--- src/rtl/fcu_pkg.sv ---
package fcu_pkg;

    localparam int          CFG_W     = 32;
    localparam logic [31:0] CFG_RST   = 32'h0000_0200;
    localparam logic [31:0] CFG_WMASK = 32'h0000_031B;

    // bit positions decoded by the fault logic
    localparam int BIT_UA_TRAP = 3;
    localparam int BIT_DZ_TRAP = 4;
    localparam int BIT_BE_SKIP = 8;

    // cause flag positions
    localparam int CZ_UA = 0;
    localparam int CZ_DZ = 1;
    localparam int CZ_W  = 2;

    typedef enum logic [1:0] {
        SZ_BYTE = 2'd0,
        SZ_HALF = 2'd1,
        SZ_WORD = 2'd2
    } acc_size_e;

    typedef enum logic {
        LK_RUN  = 1'b0,
        LK_HALT = 1'b1
    } lk_state_e;

endpackage

--- src/rtl/fcu_cfg_reg.sv ---
module fcu_cfg_reg #(
    parameter int          W     = 32,
    parameter logic [31:0] RST   = 32'h0000_0200,
    parameter logic [31:0] WMASK = 32'h0000_031B
) (
    input  logic         clk,
    input  logic         rst_n,
    input  logic         we,
    input  logic [W-1:0] wdata,
    output logic [W-1:0] q
);

    for (genvar i = 0; i < W; i++) begin : g_bit
        if (WMASK[i]) begin : g_store
            logic bit_q;
            always_ff @(posedge clk) begin
                if (!rst_n)  bit_q <= RST[i];
                else if (we) bit_q <= wdata[i];
            end
            assign q[i] = bit_q;
        end else begin : g_rsvd
            assign q[i] = 1'b0;
        end
    end

endmodule

--- src/rtl/fcu_align_chk.sv ---
module fcu_align_chk
    import fcu_pkg::*;
#(
    parameter int ALO_W = 2
) (
    input  logic             valid,
    input  logic [1:0]       size,
    input  logic [ALO_W-1:0] addr_lo,
    input  logic             multi,
    output logic             misaligned,
    output logic             forced
);

    logic half_bad;
    logic word_bad;

    always_comb begin
        half_bad = addr_lo[0];
        word_bad = |addr_lo;
        misaligned = 1'b0;
        if (valid) begin
            if (multi) begin
                misaligned = word_bad;
            end else begin
                unique case (acc_size_e'(size))
                    SZ_BYTE: misaligned = 1'b0;
                    SZ_HALF: misaligned = half_bad;
                    SZ_WORD: misaligned = word_bad;
                    default: misaligned = 1'b0;
                endcase
            end
        end
        forced = valid && multi;
    end

endmodule

--- src/rtl/fcu_usage_ctrl.sv ---
module fcu_usage_ctrl
    import fcu_pkg::*;
(
    input  logic            clk,
    input  logic            rst_n,
    input  logic            misaligned,
    input  logic            forced,
    input  logic            ua_trap_en,
    input  logic            div_valid,
    input  logic            div_zero,
    input  logic            dz_trap_en,
    input  logic [CZ_W-1:0] clr,
    output logic            uf_req,
    output logic [CZ_W-1:0] cause,
    output logic            quot_zero
);

    logic            ua_fault;
    logic            dz_fault;
    logic [CZ_W-1:0] hit;

    always_comb begin
        ua_fault      = misaligned && (forced || ua_trap_en);
        dz_fault      = div_valid && div_zero && dz_trap_en;
        quot_zero     = div_valid && div_zero && !dz_trap_en;
        hit           = '0;
        hit[CZ_UA]    = ua_fault;
        hit[CZ_DZ]    = dz_fault;
    end

    always_ff @(posedge clk) begin
        if (!rst_n) begin
            uf_req <= 1'b0;
            cause  <= '0;
        end else begin
            uf_req <= |hit;
            cause  <= (cause & ~clr) | hit;
        end
    end

endmodule

--- src/rtl/fcu_berr_fsm.sv ---
module fcu_berr_fsm
    import fcu_pkg::*;
#(
    parameter int PRIO_W = 8
) (
    input  logic              clk,
    input  logic              rst_n,
    input  logic              berr_valid,
    input  logic [PRIO_W-1:0] prio,
    input  logic              skip_en,
    output logic              ignore,
    output logic              fault_req,
    output logic              lockup
);

    lk_state_e state_q;
    lk_state_e state_d;
    logic      escalated;
    logic      ign_d;
    logic      flt_d;

    assign escalated = prio[PRIO_W-1];

    always_ff @(posedge clk) begin
        if (!rst_n) state_q <= LK_RUN;
        else        state_q <= state_d;
    end

    always_comb begin
        state_d = state_q;
        ign_d   = 1'b0;
        flt_d   = 1'b0;
        unique case (state_q)
            LK_RUN: begin
                if (berr_valid) begin
                    if (!escalated)  flt_d   = 1'b1;
                    else if (skip_en) ign_d  = 1'b1;
                    else             state_d = LK_HALT;
                end
            end
            LK_HALT: state_d = LK_HALT;
            default: state_d = LK_RUN;
        endcase
    end

    always_ff @(posedge clk) begin
        if (!rst_n) begin
            ignore    <= 1'b0;
            fault_req <= 1'b0;
        end else begin
            ignore    <= ign_d;
            fault_req <= flt_d;
        end
    end

    assign lockup = (state_q == LK_HALT);

endmodule

--- src/rtl/fault_cfg_unit.sv ---
module fault_cfg_unit
    import fcu_pkg::*;
#(
    parameter int PRIO_W = 8,
    parameter int ALO_W  = 2
) (
    input  logic              clk,
    input  logic              rst_n,
    input  logic              reg_we,
    input  logic [31:0]       reg_wdata,
    output logic [31:0]       reg_rdata,
    input  logic              acc_valid,
    input  logic [1:0]        acc_size,
    input  logic [ALO_W-1:0]  acc_addr_lo,
    input  logic              acc_multi,
    input  logic              div_valid,
    input  logic              div_zero,
    input  logic              berr_valid,
    input  logic [PRIO_W-1:0] exec_prio,
    input  logic [1:0]        cause_clr,
    output logic              uf_req,
    output logic [1:0]        uf_cause,
    output logic              berr_ignore,
    output logic              bus_fault_req,
    output logic              lockup,
    output logic              quot_zero
);

    logic [CFG_W-1:0] cfg;
    logic             misaligned;
    logic             forced;

    fcu_cfg_reg #(
        .W     (CFG_W),
        .RST   (CFG_RST),
        .WMASK (CFG_WMASK)
    ) u_cfg (
        .clk   (clk),
        .rst_n (rst_n),
        .we    (reg_we),
        .wdata (reg_wdata),
        .q     (cfg)
    );

    fcu_align_chk #(.ALO_W(ALO_W)) u_align (
        .valid      (acc_valid),
        .size       (acc_size),
        .addr_lo    (acc_addr_lo),
        .multi      (acc_multi),
        .misaligned (misaligned),
        .forced     (forced)
    );

    fcu_usage_ctrl u_usage (
        .clk        (clk),
        .rst_n      (rst_n),
        .misaligned (misaligned),
        .forced     (forced),
        .ua_trap_en (cfg[BIT_UA_TRAP]),
        .div_valid  (div_valid),
        .div_zero   (div_zero),
        .dz_trap_en (cfg[BIT_DZ_TRAP]),
        .clr        (cause_clr),
        .uf_req     (uf_req),
        .cause      (uf_cause),
        .quot_zero  (quot_zero)
    );

    fcu_berr_fsm #(.PRIO_W(PRIO_W)) u_berr (
        .clk        (clk),
        .rst_n      (rst_n),
        .berr_valid (berr_valid),
        .prio       (exec_prio),
        .skip_en    (cfg[BIT_BE_SKIP]),
        .ignore     (berr_ignore),
        .fault_req  (bus_fault_req),
        .lockup     (lockup)
    );

    assign reg_rdata = cfg;

endmodule

--- config.mk ---
export PLATFORM = sky130hd
export DESIGN_NAME = fault_cfg_unit
export DESIGN_NICKNAME = d
export VERILOG_FILES = /design/src/rtl/fcu_pkg.sv /design/src/rtl/fcu_cfg_reg.sv /design/src/rtl/fcu_align_chk.sv /design/src/rtl/fcu_usage_ctrl.sv /design/src/rtl/fcu_berr_fsm.sv /design/src/rtl/fault_cfg_unit.sv
export SDC_FILE = /design/constraint.sdc
export NUM_CORES = 1
export LEC_CHECK = 0
export BUFFER_PORTS_ARGS = -buffer_cell sky130_fd_sc_hd__buf_2
export CAP_MARGIN = 20
export CORE_AREA = 2 2 60 45
export CTS_CLUSTER_DIAMETER = 150
export CTS_CLUSTER_SIZE = 12
export DETAILED_ROUTE_END_ITERATION = 16
export DIE_AREA = 0 0 62 47
export PLACE_DENSITY = 0.92
export RECOVER_POWER = 25
export SYNTH_ARGS = -nofsm -noshare
export SYNTH_HDL_FRONTEND = slang
export SYNTH_HIERARCHICAL = 1
export SYNTH_SLANG_ARGS = --single-unit
--- constraint.sdc ---
create_clock -name clk -period 1.9 [get_ports clk]
set_clock_uncertainty 0.05 [all_clocks]
set_input_delay 0.285 -clock clk [delete_from_list [all_inputs] [get_ports clk]]
set_output_delay 0.285 -clock clk [all_outputs]
set_load 0.05 [all_outputs]
==> out/qor.yml <==
setup_path:
  critPathMaxStageDelay_ps: 330
  reg2reg_slack_ps: 1110
  r2r-end: "u_usage/uf_req"
  critPathArrivalTime_ps: 960
  worst_r2r_startpoint: "u_cfg/g_bit[3].g_store.bit_q"
  critPathCaptureType: "primary output"
  crit_type: "reg -> out"
  cp_max_fo: 4
  worst_path_max_delay_cell: "dfxtp_1"
  startpoint_type: "flop"
  required_ps: 1560
  reg2regPathDepth: 2
  cp_cell_sequence: "nor2_1 -> buf_2"
synthesis:
  synth-async-reset-ratio: 0
  syn_inst: 83
  yosysTopAreaCell: "dfxtp_1"
  synth_most_common_cell: "buf_4"
  ys_ff_latch: 12
  netlist_top_cells_count: "buf_4, dfxtp_1, nand2_1, mux2i_1, nor2b_1"
  synth_top_cell_area_share: 0.319
  yosysWarnings: 6
  synthTopCellsByArea: "dfxtp_1, buf_4, mux2i_1"
  ys_seq_area_frac: 0.319
  synth_top_flop_cell: "dfxtp_1"
  yosysUniqueCellTypes: 19
  synth.avg_cell_area_um2: 9.07
  synth_edf_count: 0
  synth_area_um2: 753
placed_design:
  io_buffers: 33
  dpl-instance-area_um2: 803
  gp_congestion: 0.643
  dp_hpwl_um: 966
finish:
  fill_cells: 258
  finalInstanceArea_um2: 840
  n_antenna_cell: 0
  layout.nets: 169
  final_core_util: 0.358
  area_growth_syn_to_layout_pct: 11.5
  drive_gt1_frac: 0.357
die:
  pin_count: 93
  die_y_um: 47
  die_w_um: 62
  row_count: 15
  dieArea_um2: 2910
  initial_core_util: 0.321
  core_um2: 2350
grt:
  grt_pass1_wl_um: 1700
  grt_max_degree: 15
  grt_use_total: 0.0829
  grt_pass1_vias: 383
  overflow: 0
  antenna_found_initial: 0
power_and_ir_drop:
  swShare: 0.399
  power_density_nw_per_um2: 837
  peakVddDrop_mv: 0.440
  p_int_uw: 422
  p_clk_frac: 0.283
  p_sw_uw: 281
  p_leak_nw: 0.482
  seqPwrFrac: 0.386
  combPwrFrac: 0.331
timing:
  rsz0062_at_grt: "false"
  hold_viol_final: 0
  timing.final.crit_share: 0.679
  finalMaxSlewViolations: 0
  min_period_ps: 1290
  fmax_mhz: 775
  setup_viol: 0
  tns_ps: 0
route:
  vias_per_cell: 3.61
  ant_nets: 0
  drc: 0
  wire_per_inst_um: 8.16
  drtIter0Drc: 15
  wl_um: 1190
  dr.pass1.iters: 4
  num_vias: 527
clocking:
  cts_max_level: 1
  cts.clk_slew.worst_paths_ps: 80
  cts_setup_buffers: 0
  ctsRootBufferMaster: "clkbuf_4"
  cts.sinks: 12
  cts_tree: "yes"
  cts_resized: 0
  cts_hold_buf: 0
  cts_buffers: 3
  clk_path_buf_depth: 2
  clk_latency_ps: 260
worst_hold_path:
  hold_start: "reg_wdata[9]"
  hold_class: "in -> reg"
  hold_depth: 3
  hold_end: "u_cfg/g_bit[9].g_store.bit_q"
job:
  cap_violations: 0
status:
  status: "finished clean"
## power by group through the flow
stage / Combinational (mW) / Clock, mW / Sequential, mW
2_1_floorplan: 0.229 / 0 / 0.293
3_3_place_gp: 0.231 / 0 / 0.277
3_5_place_dp: 0.233 / 0 / 0.277
4_1_cts: 0.233 / 0.214 / 0.272
5_1_grt: 0.248 / 0.229 / 0.274
6_report: 0.233 / 0.199 / 0.271
## through the flow
| step | hold slack [ps] | setup WS (ps) | std cells | power, mW |
|---|---|---|---|---|
| 6_report | 177 | 610 | 146 | 0.703 |
| 5_1_grt | 175 | 499 | 146 | 0.751 |
| 4_1_cts | 167 | 589 | 146 | 0.719 |
| 3_5_place_dp | 401 | 587 | 142 | 0.510 |
| 3_3_place_gp | 399 | 587 | 142 | 0.509 |
| 2_1_floorplan | 297 | 413 | 108 | 0.522 |
## worst max path at each step
stage | startpoint | depth (start not counted) | end
2_1_floorplan | u_cfg/g_bit[4].g_store.bit_q | 2 | quot_zero
3_3_place_gp | acc_size[0] | 6 | u_usage/cause[0]
3_5_place_dp | acc_size[0] | 6 | u_usage/cause[0]
4_1_cts | u_cfg/g_bit[4].g_store.bit_q | 2 | quot_zero
5_1_grt | u_cfg/g_bit[4].g_store.bit_q | 2 | quot_zero
6_report | u_cfg/g_bit[4].g_store.bit_q | 2 | quot_zero
## routing by layer
metal | global-route usage | vias up | share of wire | wire length, um
met5 | 0 | - | 0 | 0
met2 | 0.138 | 25 | 0.50 | 596
met4 | 0.0128 | 0 | 0 | 0
met1 | 0.0944 | 234 | 0.42 | 497
met3 | 0.0496 | 0 | 0.081 | 97
li1 | - | 268 | - | -
## worst max-delay path: cells and delay by family, from the launching register on
family	cells	cell delay, ps
flip-flops	1	330
buffers and inverters	1	260
AND/OR/NAND/NOR	1	100
## cell families (layout without fill, tap and decap cells)
kind of cell | Yosys count | count (layout) | share of synthesized area
buffers and inverters | 37 | 41 | 0.354
adder cells (fa/ha/maj) | 2 | 2 | 0.0332
AND/OR/NAND/NOR | 22 | 22 | 0.171
AO/OA/AOI/OAI | 3 | 3 | 0.0382
flip-flops | 12 | 12 | 0.319
other | 1 | 26 | 0.00498
multiplexers | 6 | 6 | 0.0797
## sequential cells by signal, indices dropped and copies added (netlist names)
register,cells
u_cfg/g_bit.g_store.bit_q,6
u_usage/cause,2
u_berr/fault_req,1
u_berr/ignore,1
u_berr/lockup,1
u_usage/uf_req,1
## final cells by class
| type | instances | area [um^2] | area share |
|---|---|---|---|
| sequential | 12 | 240 | 0.286 |
| inverter | 4 | 15.0 | 0.0179 |
| multi-input combinational | 59 | 340 | 0.405 |
| timing repair buffer | 33 | 165 | 0.197 |
| clock buffer | 4 | 36.3 | 0.0432 |
| tap | 34 | 42.5 | 0.0507 |
## layout by cell type (no fill, tap or decap)
cell,count
a221oi_2,1
and4bb_2,1
buf_2,33
clkbuf_4,3
clkbuf_8,1
conb_1,26
dfxtp_1,12
ha_1,2
inv_1,4
mux2i_1,6
nand2_1,8
nand3_1,1
nand3b_1,2
nand4_1,1
nand4b_1,1
nor2_1,2
nor2b_1,5
nor3b_2,1
o211ai_1,1
o22ai_1,1
Power figures use the tool's default switching activity.
